File: config.mk
export PLATFORM = sky130hd
export DESIGN_NAME = dram_addr_seq
export DESIGN_NICKNAME = d
export VERILOG_FILES = /design/src/rtl/dseq_pkg.sv /design/src/rtl/dseq_timer.sv /design/src/rtl/dseq_fsm.sv /design/src/rtl/dseq_datapath.sv /design/src/rtl/dram_addr_seq.sv
export SDC_FILE = /design/constraint.sdc
export NUM_CORES = 1
export LEC_CHECK = 0
export BUFFER_PORTS_ARGS = -buffer_cell sky130_fd_sc_hd__buf_2
export CORE_MARGIN = 2
export CORE_UTILIZATION = 32
export DETAILED_ROUTE_END_ITERATION = 6
export HOLD_SLACK_MARGIN = 0.02
export PLACE_DENSITY = 0.52
export SYNTH_ARGS = -nofsm -noshare
export SYNTH_HDL_FRONTEND = slang
export SYNTH_SLANG_ARGS = --single-unit
File: constraint.sdc
create_clock -name clk -period 2.6 [get_ports clk]
set_clock_uncertainty 0.1 [all_clocks]
set_input_delay 0 -clock clk [delete_from_list [all_inputs] [get_ports clk]]
set_output_delay 0 -clock clk [all_outputs]
set_load 0.05 [all_outputs]
File: src/rtl/dseq_pkg.sv
package dseq_pkg;

  typedef enum logic [2:0] {
    S_IDLE      = 3'd0,
    S_ROW_SETUP = 3'd1,
    S_RAS_ON    = 3'd2,
    S_COL_SETUP = 3'd3,
    S_CAS_ON    = 3'd4,
    S_PRECHARGE = 3'd5
  } seq_state_t;

  typedef struct packed {
    logic ras_n;
    logic cas_n;
  } strobe_t;

  // Phase that follows a given phase once its wait has run out.
  function automatic seq_state_t next_phase(input seq_state_t s);
    case (s)
      S_ROW_SETUP: return S_RAS_ON;
      S_RAS_ON:    return S_COL_SETUP;
      S_COL_SETUP: return S_CAS_ON;
      S_CAS_ON:    return S_PRECHARGE;
      default:     return S_IDLE;
    endcase
  endfunction

  // Strobe levels for each phase: row strobe low from RAS_ON through CAS_ON.
  function automatic strobe_t strobe_lines(input seq_state_t s);
    strobe_t st;
    st.ras_n = !((s == S_RAS_ON) || (s == S_COL_SETUP) || (s == S_CAS_ON));
    st.cas_n = !(s == S_CAS_ON);
    return st;
  endfunction

  // Total busy cycles of one access.
  function automatic int access_cycles(input int r, input int ra, input int c,
                                       input int ca, input int p);
    return r + ra + c + ca + p;
  endfunction

endpackage

File: src/rtl/dseq_timer.sv
module dseq_timer #(
  parameter int CW = 4
) (
  input  logic          clk,
  input  logic          rst_n,
  input  logic          load,
  input  logic [CW-1:0] load_val,
  output logic          expired
);
  logic [CW-1:0] cnt;

  always_ff @(posedge clk or negedge rst_n) begin
    if (!rst_n)            cnt <= '0;
    else if (load)         cnt <= load_val;
    else if (cnt != '0)    cnt <= cnt - 1'b1;
  end

  assign expired = (cnt == '0);
endmodule

File: src/rtl/dseq_fsm.sv
module dseq_fsm
  import dseq_pkg::*;
#(
  parameter int ROW_CYC = 2,
  parameter int RAS_CYC = 3,
  parameter int COL_CYC = 2,
  parameter int CAS_CYC = 2,
  parameter int PRE_CYC = 2,
  parameter int CW      = 4
) (
  input  logic          clk,
  input  logic          rst_n,
  input  logic          req_valid,
  input  logic          expired,
  output seq_state_t    state,
  output logic          load,
  output logic [CW-1:0] load_val,
  output logic          accept,
  output logic          cas_done
);
  seq_state_t nxt;

  // Remaining-count value loaded on entry to a phase (length minus one).
  function automatic logic [CW-1:0] phase_len(input seq_state_t s);
    case (s)
      S_ROW_SETUP: return CW'(ROW_CYC - 1);
      S_RAS_ON:    return CW'(RAS_CYC - 1);
      S_COL_SETUP: return CW'(COL_CYC - 1);
      S_CAS_ON:    return CW'(CAS_CYC - 1);
      S_PRECHARGE: return CW'(PRE_CYC - 1);
      default:     return '0;
    endcase
  endfunction

  always_comb begin
    accept   = (state == S_IDLE) && req_valid;
    nxt      = state;
    if (accept)                            nxt = S_ROW_SETUP;
    else if ((state != S_IDLE) && expired) nxt = next_phase(state);
    load     = (nxt != state);
    load_val = phase_len(nxt);
    cas_done = (state == S_CAS_ON) && expired;
  end

  always_ff @(posedge clk or negedge rst_n) begin
    if (!rst_n) state <= S_IDLE;
    else        state <= nxt;
  end
endmodule

File: src/rtl/dseq_datapath.sv
module dseq_datapath
  import dseq_pkg::*;
#(
  parameter int AW = 16,
  parameter int DW = 8,
  localparam int HW = AW / 2
) (
  input  logic          clk,
  input  logic          rst_n,
  input  seq_state_t    state,
  input  logic          accept,
  input  logic          cas_done,
  input  logic          req_write,
  input  logic [AW-1:0] req_addr,
  input  logic [DW-1:0] req_wdata,
  input  logic [DW-1:0] dram_rdata,
  output logic [HW-1:0] dram_addr,
  output logic [DW-1:0] dram_wdata,
  output logic          dram_we_n,
  output logic          rd_valid,
  output logic [DW-1:0] rd_data
);
  logic [AW-1:0] addr_q;
  logic          wr_q;
  logic [DW-1:0] wdata_q;

  function automatic logic [HW-1:0] row_of(input logic [AW-1:0] a);
    return a[AW-1:HW];
  endfunction

  function automatic logic [HW-1:0] col_of(input logic [AW-1:0] a);
    return a[HW-1:0];
  endfunction

  always_ff @(posedge clk or negedge rst_n) begin
    if (!rst_n) begin
      addr_q  <= '0;
      wr_q    <= 1'b0;
      wdata_q <= '0;
    end else if (accept) begin
      addr_q  <= req_addr;
      wr_q    <= req_write;
      wdata_q <= req_wdata;
    end
  end

  always_comb begin
    case (state)
      S_ROW_SETUP, S_RAS_ON: dram_addr = row_of(addr_q);
      S_COL_SETUP, S_CAS_ON: dram_addr = col_of(addr_q);
      default:               dram_addr = '0;
    endcase
  end

  assign dram_wdata = wdata_q;
  assign dram_we_n  = !((state == S_CAS_ON) && wr_q);

  always_ff @(posedge clk or negedge rst_n) begin
    if (!rst_n) begin
      rd_valid <= 1'b0;
      rd_data  <= '0;
    end else begin
      rd_valid <= cas_done && !wr_q;
      if (cas_done && !wr_q) rd_data <= dram_rdata;
    end
  end
endmodule

File: src/rtl/dram_addr_seq.sv
module dram_addr_seq
  import dseq_pkg::*;
#(
  parameter int AW      = 16,
  parameter int DW      = 8,
  parameter int ROW_CYC = 2,
  parameter int RAS_CYC = 3,
  parameter int COL_CYC = 2,
  parameter int CAS_CYC = 2,
  parameter int PRE_CYC = 2,
  localparam int HW     = AW / 2
) (
  input  logic          clk,
  input  logic          rst_n,
  input  logic          req_valid,
  input  logic          req_write,
  input  logic [AW-1:0] req_addr,
  input  logic [DW-1:0] req_wdata,
  output logic          busy,
  output logic          rd_valid,
  output logic [DW-1:0] rd_data,
  output logic [HW-1:0] dram_addr,
  output logic          dram_ras_n,
  output logic          dram_cas_n,
  output logic          dram_we_n,
  output logic [DW-1:0] dram_wdata,
  input  logic [DW-1:0] dram_rdata
);
  localparam int M1   = (ROW_CYC > RAS_CYC) ? ROW_CYC : RAS_CYC;
  localparam int M2   = (COL_CYC > CAS_CYC) ? COL_CYC : CAS_CYC;
  localparam int M3   = (M1 > M2) ? M1 : M2;
  localparam int MAXC = (M3 > PRE_CYC) ? M3 : PRE_CYC;
  localparam int CW   = $clog2(MAXC) + 1;

  seq_state_t    state;
  strobe_t       strobes;
  logic          load;
  logic [CW-1:0] load_val;
  logic          expired;
  logic          ev_accept;
  logic          ev_cas_done;

  dseq_timer #(.CW(CW)) u_timer (
    .clk(clk), .rst_n(rst_n), .load(load), .load_val(load_val), .expired(expired)
  );

  dseq_fsm #(
    .ROW_CYC(ROW_CYC), .RAS_CYC(RAS_CYC), .COL_CYC(COL_CYC),
    .CAS_CYC(CAS_CYC), .PRE_CYC(PRE_CYC), .CW(CW)
  ) u_fsm (
    .clk(clk), .rst_n(rst_n), .req_valid(req_valid), .expired(expired),
    .state(state), .load(load), .load_val(load_val),
    .accept(ev_accept), .cas_done(ev_cas_done)
  );

  dseq_datapath #(.AW(AW), .DW(DW)) u_dp (
    .clk(clk), .rst_n(rst_n), .state(state), .accept(ev_accept),
    .cas_done(ev_cas_done), .req_write(req_write), .req_addr(req_addr),
    .req_wdata(req_wdata), .dram_rdata(dram_rdata), .dram_addr(dram_addr),
    .dram_wdata(dram_wdata), .dram_we_n(dram_we_n), .rd_valid(rd_valid),
    .rd_data(rd_data)
  );

  assign strobes    = strobe_lines(state);
  assign dram_ras_n = strobes.ras_n;
  assign dram_cas_n = strobes.cas_n;
  assign busy       = (state != S_IDLE);
endmodule

## Word-level counts from Yosys, hierarchy flattened

Index checks and enable logic that the tools add are counted.

- Bits in registers: 40
- Input bits: 36
- Output and inout bits: 29
- Logic and storage cells: 44

- $add $sub $neg: 1
- Equality and inequality tests: 10
- Mux-type cells: 7
- Reductions and logical operators: 19

Operator list:

| operator | number |
|---|---|
| one-hot mux 8 bit (2 select lines) | 1 |
| equality test 3 x 2 -> 1 bit (second input constant) | 4 |
| 2-to-1 mux 3 bit | 4 |
| one-hot mux 3 bit (4 select lines) | 1 |
| equality test 3 bit (second input constant) | 3 |
| equality test 3 x 1 -> 1 bit (second input constant) | 2 |
| logical NOT 3 bit | 2 |
| nonzero test 3 bit | 2 |
| logical AND 1 bit | 5 |
| logical NOT 1 bit | 4 |
| one-hot mux 2 bit (2 select lines) | 1 |
| OR reduction 2 bit | 2 |
| OR reduction 4 bit | 1 |
| inequality test 3 bit | 1 |
| subtractor 3 x 1 -> 3 bit (second input constant) | 1 |
| logical OR 1 bit | 2 |
| nonzero test 2 bit | 1 |

## Longest topological paths before layout

Gate-level depths: netlist (run 1).

- Word-level depth: 8
- Mapped depth: 7
- Gate-level depth less buffers: 6

## Modules after synthesis

A second synthesis (run 1) with hierarchy kept.

- Cell total of the unflattened synthesis: 167
- Area, all modules: 2297.2 sq um

By module, submodules not included:

| module | times used | cells an instance | area each (sq um) | sequential area each (sq um) |
|---|---|---|---|---|
| dseq_datapath | 1 | 112 | 1790.5 | 850.8 |
| dseq_fsm | 1 | 30 | 281.5 | 75.1 |
| dseq_timer | 1 | 21 | 201.4 | 75.1 |
| dram_addr_seq | 1 | 4 | 23.8 | 0.0 |

## Worst setup path after synthesis (run 1)

OpenSTA, ideal clock, no wires.

- Path kind: reg-to-reg
- From: register u_fsm.state[1]
- To: register u_timer.cnt[2]
- Setup time: 94 ps
- Data arrival time: 1516 ps
- Required time: 2406 ps
- Slack: 890 ps
- Cell stages (with the launch flop): 6
- Buffers on the path: 2
- Period minus slack after synthesis: 1710 ps
- Cell sequence: dfrtp_1 -> buf_4 -> buf_2 -> inv_1 -> nand3_1 -> a211oi_1

- Cells in the longest elaborated chain, start to end: 6
- Elaborated cells on any way between the ends: 14
- Those cells by class: eq/ne: 5; mux: 4; reduce/logical: 5

RTL lines:

| item | line | RTL |
|---|---|---|
| start: declaration | dseq_fsm.sv:15 | `output seq_state_t state,` |
| start signal: assignment | dseq_fsm.sv:47 | `else state <= nxt;` |
| nonzero test 3 bit * | - |  |
| net busy | dram_addr_seq.sv:19 | `output logic busy,` |
| logical AND 1 bit * | dseq_fsm.sv:39 | `else if ((state != S_IDLE) && expired) nxt = next_phase(state);` |
| 2-to-1 mux 3 bit * | dseq_fsm.sv:39 |  |
| 2-to-1 mux 3 bit * | dseq_fsm.sv:38 | `if (accept) nxt = S_ROW_SETUP;` |
| inequality test 3 bit * | dseq_fsm.sv:40 | `load = (nxt != state);` |
| 2-to-1 mux 3 bit or nonzero test 2 bit (tied branches) | - |  |
| end signal: assignment | dseq_timer.sv:14 | `else if (load) cnt <= load_val;` |
| end signal: assignment | dseq_timer.sv:15 | `else if (cnt != '0) cnt <= cnt - 1'b1;` |
| end: declaration | dseq_timer.sv:10 | `logic [CW-1:0] cnt;` |

The timed path passes the listed nets; every way through them passes the cells marked *.
A chain may end at the register's enable or synchronous reset.

## Worst setup path after layout (run 1)

- From: register u_fsm.state[2]
- To: output dram_addr[6]

- Cells in the longest elaborated chain, start to end: 3
- Elaborated cells on any way between the ends: 7
- Those cells by class: eq/ne: 4; mux: 1; reduce/logical: 2

RTL lines:

| item | line | RTL |
|---|---|---|
| equality test 3 x 2 -> 1 bit (tied with other cells) | dseq_datapath.sv:48 | `case (state)` |
| OR reduction 2 bit | dseq_datapath.sv:48 |  |
| one-hot mux 8 bit (2 select lines) * | dseq_datapath.sv:48 |  |
| end: declaration | dram_addr_seq.sv:22 | `output logic [HW-1:0] dram_addr,` |

Every way passes the cells marked *; elsewhere a longest branch is shown, timed or not.

==> results of run 1 <==
power groups by stage:
| stage | Combinational (W) | Sequential (W) | Clock, W |
|---|---|---|---|
| after floorplan | 0.00138 | 0.00154 | 0 |
| after global placement | 0.00218 | 0.00119 | 0 |
| after detailed placement | 0.00219 | 0.00119 | 0 |
| after CTS | 0.00224 | 0.00118 | 0.000443 |
| after global routing | 0.00238 | 0.00123 | 0.000471 |
| final | 0.00222 | 0.00118 | 0.000424 |
worst max-delay path by stage:
stage | startpoint | end | slack, ns | cells past startpoint
after floorplan | u_fsm.state[1] | u_timer.cnt[2] | 0.89 | 5
after global placement | u_timer.cnt[0] | u_dp.rd_data[3] | 0.77 | 5
after detailed placement | u_timer.cnt[0] | u_dp.rd_data[2] | 0.72 | 5
after CTS | u_fsm.state[2] | dram_addr[6] | 0.55 | 4
after global routing | u_fsm.state[2] | dram_addr[7] | 0.40 | 4
final | u_fsm.state[2] | dram_addr[6] | 0.57 | 4
worst register-to-register path: stages (launching register included):
cell	delay, ns
dfrtp_1	0.39
inv_1	0.06
ha_1	0.14
ha_1	0.43
nand3b_2	0.30
mux2_2	0.35
timing repair:
item	in CTS	in global routing
endpoints found under the hold margin	74	0
hold buffers	35	0
buffers inserted	0	0
resized for setup	0	0
cell usage after synthesis (2+ instances only):
master	number	area, um^2
buf_4	2	15.0
a211oi_1	2	15.0
mux2i_1	8	80.1
nand2_1	6	22.5
nand3_1	2	10.0
clkbuf_1	3	11.3
ha_1	2	25.0
o21ai_0	4	20.0
mux2_2	33	372
nor2_1	10	37.5
nor3b_1	8	60.1
dfrtp_1	40	1000
a211o_1	8	70.1
buf_6	2	22.5
inv_1	8	30.0
buf_2	2	10.0
nand2b_1	2	12.5
a21oi_1	5	25.0
metrics by stage:
step           cells  hold WS, ns
3_5_place_dp     292       0.0825
6_report         335        0.262
2_1_floorplan    158       -0.396
5_1_grt          335        0.370
3_3_place_gp     292       0.0935
4_1_cts          335        0.301
registers in the layout, summed over array words and instances, names as in the netlist:
register / cells
u_dp.wr_q: 1
u_fsm.state: 3
u_dp.rd_valid: 1
u_dp.addr_q: 16
u_timer.cnt: 3
u_dp.dram_wdata: 8
u_dp.rd_data: 8
cell type report:
type / instances / share of cell area, %
repair buffers: 104 / 25.5
flip-flops and latches: 40 / 36.0
well taps: 75 / 3.38
clock inverters: 2 / 0.360
inverters: 8 / 1.08
clock buffers: 6 / 2.97
multi-input cells: 100 / 30.7
cells by family after synthesis:
kind of cell,after synthesis,share of synthesized area [%]
buf+inv,18,4.76
fa+ha+maj,2,1.29
mux,41,23.2
simple gates,35,11.4
flops,40,51.4
compound gates,22,7.97
per-layer routing:
| metal | vias to the layer above | global-route usage, % |
|---|---|---|
| li1 | 753 | - |
| met5 | - | 0 |
| met1 | 744 | 17.7 |
| met3 | 7 | 3.74 |
| met2 | 30 | 25.6 |
| met4 | 0 | 6.17 |
placed cells by master (no fill, tap or decap), types with 2 or more instances in the layout:
master	count
inv_1	8
mux2_2	33
nand2b_1	2
a211oi_1	2
a211o_1	8
nand3_1	2
dfrtp_1	40
clkbuf_8	6
ha_1	2
nor3b_1	8
mux2i_1	8
nand2_1	6
dlygate4sd3_1	35
buf_4	5
buf_2	64
clkinv_2	2
o21ai_0	4
nor2_1	10
a21oi_1	5
==> results.md, run 1 <==
* Final Power at 0.00382 W
* PwrDens at 1380 nW/um^2
* Metal2 WL at 2.30 mm
* Root Driver: clkbuf_8
* Longest Clk Path Bufs at 2
* Initial DRT Pass Iterations at 4
* Die footprint at 6720 um^2
* Top routing layer in use: met4
* Ant diodes at 0
* Setup violators final at 0
* Num ports at 65
* GRT overflow at 0
* Final worst slack at 0.567 ns
* Count of input and output buffers at 64
* CORE AREA at 5890 um^2
* Clock H-tree levels at 2
* FFs w/ async S/R, synth at 100%
* Placer Congestion at 0.762
* RR Endpoint: u_dp.rd_data[3]
* Post-synthesis sequential area ratio at 51.4%
* Top_reg_cell synth: dfrtp_1
* Yosys reg bits at 40
* Data required, critical path at 2.50 ns
* Routed via count at 1534
* Final core occ at 47.2%
* First-pass GRT wire length at 7.51 mm
* Min-Delay Path Class: in2async
* Unrepaired setup endpoints after global routing: false
* Maximum clock rate at 492 MHz
* Clock Power Share at 11.1%
* Detail Placement HPWL at 2.94 mm
* Post-Syn Area at 1950 um^2
* Max Cap Viol at 0
* Worst setup path category: reg2out
* Sequential Power Share at 30.9%
* Power Internal at 0.00192 W
* Sum of buffers and inverters on the critical path at 1
* Psw at 0.00190 W
* Met3 WL post-DR at 172 um
* Starting Density at 33.1%
* Leakage power at 1.34 nW
* Nets@finish at 297
* Layout cell share with drive strength beyond 1 at 44.2%
* Remaining antenna violation count at 0
* Largest net degree at the start of global routing at 41
* Routed wire length at 4.53 mm
* Synth Net Count at 196
* R2R setup slack at 0.73 ns
* Peak VDD IR at 0.000860 V
* Critical-path top delay cell: dfrtp_1
* Synth Area per Inst at 12.3 um^2
* DP Area at 2340 um^2
* Clock slew at reported path FFs at 0.08 ns
* Crit share post-route at 78.2%
* Met1 wire length at 1.98 mm
* CP delay by family, top: flip-flops
* Ys Warns at 0
* FF-to-FF Start: u_timer.cnt[0]
* Slew HR at 41.5%
* Fillers at 555
* Final Instance Area at 2780 um^2
* Gate power share at 58.0%
* TritonCTS buffer count at 5
* Drt initial violations at 86
* DRC Markers at 0
* Register area at 1000 um^2
* Clock latency on the worst-skew pair at 0.29 ns
* Crit-path max FO at 16
* Startpoint types: register
* EDFF count, synth at 0
* CTS tree: done
* Final hold vios at 0
* Kind of end point of the critical path: output port
* FF-to-FF path depth at 5
* DR WL/cell at 13.5 um
* Sw Ratio at 49.6%
* Area of the multi-input gates at 853 um^2
* Cell variety after synth at 29
* Cell Rows at 28
* Post-Syn Instances at 158
* Status: finished, final reports clean
* CP Cell Sequence: nand2b_1 -> nor2_1 -> a211o_1 -> buf_2
* Slew Limit Fails at 0
* Die X at 82 um
* P&R area growth vs syn at 42.7%
* Total GRT Usage at 14.9%
* Worst EP arrival at 1.93 ns
* Tmin final at 2.03 ns
* Initial antenna violation count at 0
* Vias in the first global route at 1668
* Max stage delay on crit path at 0.67 ns
* Worst slack, placed at 0.724 ns
* Clk sinks at 40
* Vias per cell at 4.58
* Worst-Margin Slew at 0.878 ns
* Setup_tns at 0 ns
* Die height at 82 um
No activity file was read; power rests on OpenSTA's default activity.
==> run 2: changes to the inputs <==
==> constraint.sdc (replaced) <==
create_clock -name clk -period 2 [get_ports clk]
set_clock_uncertainty 0.1 [all_clocks]
set_input_delay 0 -clock clk [delete_from_list [all_inputs] [get_ports clk]]
set_output_delay 0 -clock clk [all_outputs]
set_load 0.05 [all_outputs]
==> results.md, run 2 (synthesized netlist as in run 1, its figures left out) <==
* Status: finished, final reports clean
* Worst-Margin Slew at 0.521 ns (-0.357 ns)
* Placer Congestion at 0.737 (-3.2%)
* Die X at 82 um (unchanged)
* Slew HR at 65.3% (+24 points)
* P&R area growth vs syn at 45.6%
* Min-Delay Path Class: in2async
* RR Endpoint: u_dp.rd_data[1]
* Maximum clock rate at 543 MHz
* Initial DRT Pass Iterations at 4 (unchanged)
* Clk sinks at 40 (unchanged)
* Routed via count at 1555 (+1.4%)
* Leakage power at 1.37 nW (+2.0%)
* Count of input and output buffers at 64 (unchanged)
* Worst Setup SP: u_timer.cnt[0]
* Nets@finish at 302 (+1.7%)
* Post-Layout Cell Count at 340 (+1.5%)
* Crit-path max FO at 14 (-2)
* Longest Clk Path Bufs at 2 (unchanged)
* Unrepaired setup endpoints after global routing: false
* Remaining antenna violation count at 0 (unchanged)
* Post-Place Cells at 295 (+1.0%)
* Flip-flop count of the largest register after layout at 16 (unchanged)
* Setup_tns at 0 ns (unchanged)
* CORE AREA at 5890 um^2 (unchanged)
* Register with the most flip-flops: u_dp.addr_q
* Clock slew at reported path FFs at 0.08 ns (about the same)
* Data required, critical path at 2.08 ns (-0.42 ns)
* Worst EP arrival at 1.92 ns (about the same)
* DRC Markers at 0 (unchanged)
* Slew Limit Fails at 0 (unchanged)
* Drt initial violations at 60 (-30%)
* Layout cell share with drive strength beyond 1 at 46.8% (+2.6 points)
* Register area at 1000 um^2 (+0.37%)
* Ant diodes at 0 (unchanged)
* Worst setup path category: reg2reg
* GRT overflow at 0 (unchanged)
* First-pass GRT wire length at 7.63 mm (+1.7%)
* Area of the multi-input gates at 856 um^2 (+0.29%)
* Crit path to: u_dp.rd_data[1]
* Detail Placement HPWL at 2.91 mm (-0.94%)
* R2R setup slack at 0.16 ns (-0.57 ns)
* Routed wire length at 4.53 mm (about the same)
* Peak VDD IR at 0.000880 V (+2.3%)
* Max Cap Viol at 0 (unchanged)
* Root Driver: clkbuf_8
* Most frequent cells in the layout: buf_2 (64), dfrtp_1 (37), dlygate4sd3_1 (35), mux2_2 (33), nor2_1 (10)
* Clock latency on the worst-skew pair at 0.29 ns (about the same)
* DR WL/cell at 13.3 um (-1.4%)
* Die footprint at 6720 um^2 (unchanged)
* Total GRT Usage at 15.1% (+0.18 points)
* Num ports at 65 (unchanged)
* FF-to-FF path depth at 5 (unchanged)
* Initial antenna violation count at 0 (unchanged)
* Final core occ at 48.2% (+0.96 points)
* TritonCTS buffer count at 5 (unchanged)
* Fillers at 563 (+1.4%)
* CTS tree: done
* Setup violators final at 0 (unchanged)
* Vias in the first global route at 1578 (-5.4%)
* Cell Rows at 28 (unchanged)
* Final hold vios at 0 (unchanged)
* Vias per cell at 4.57 (-0.12%)
* Starting Density at 33.1% (unchanged)
* Startpoint types: register
* Largest net degree at the start of global routing at 41 (unchanged)
* Most common cell after layout, fill and taps aside: buf_2
* FF-to-FF Start: u_timer.cnt[0]
* Die height at 82 um (unchanged)
* Clock H-tree levels at 2 (unchanged)
* Crit share post-route at 92.0%
* PwrDens at 1780 nW/um^2 (+30%)
* Tmin final at 1.84 ns
* Hold slack at 0.190 ns (-0.0719 ns)
* Kind of end point of the critical path: register
## run 2: cell types whose count changed in the layout (fill, tap and decap cells not counted), sizes merged
cell and change:
buf +5
## run 2: worst min-delay path by stage
| stage | cells past startpoint | slack, ns | to | startpoint |
|---|---|---|---|---|
| floorplan | 0 | -0.40 | u_dp.addr_q[0] | rst_n |
| global placement | 2 | 0.003 | u_dp.addr_q[8] | rst_n |
| detailed placement | 2 | 0.006 | u_dp.addr_q[8] | rst_n |
| CTS | 3 | 0.22 | u_dp.addr_q[15] | rst_n |
| global route | 3 | 0.28 | u_dp.addr_q[15] | rst_n |
| finish | 3 | 0.19 | u_dp.addr_q[15] | rst_n |
## run 2: power breakdown
part	internal [W]	switching (W)
combinational	0.00108	0.00190
sequential	0.00121	0.000297
clock	0.000275	0.000285
## run 2: through the flow
stage	cell area (um^2)	worst slack (ns)	total power [W]
floorplan	1950	0.290	0.00380
global placement	2360	0.180	0.00439
detailed placement	2360	0.160	0.00441
CTS	2800	0.0167	0.00504
global route	2840	0.0243	0.00541
finish	2840	0.159	0.00505
## run 2: critical path, stage by stage, from the launching register on
cell and delay [ns]:
dfrtp_1 0.40, inv_1 0.06, ha_1 0.14, ha_1 0.40, nand3b_2 0.28, mux2_2 0.34
## run 2: final cells by class
type                            count  area share, %
Sequential cell                    40           35.4
Multi-Input combinational cell    100           30.2
Timing Repair Buffer              109           26.7
Tap cell                           75           3.31
Clock buffer                        6           2.91
Inverter                            8           1.06
Clock inverter                      2          0.353
## run 2: layer usage
| metal | track usage [%] | wire length, um | up-vias |
|---|---|---|---|
| met5 | 0 | 0 | - |
| met4 | 5.33 | 65 | 0 |
| met3 | 4.40 | 181 | 7 |
| met2 | 25.1 | 2280 | 32 |
| met1 | 18.6 | 2010 | 750 |
| li1 | - | - | 766 |
## run 2: what timing repair did
action | in CTS | in global routing
resized for setup | 1 | 3
buffers inserted | 0 | 2
endpoints found under the setup margin | 8 | 8
hold buffers | 35 | 0
hold endpoints to repair | 74 | 0
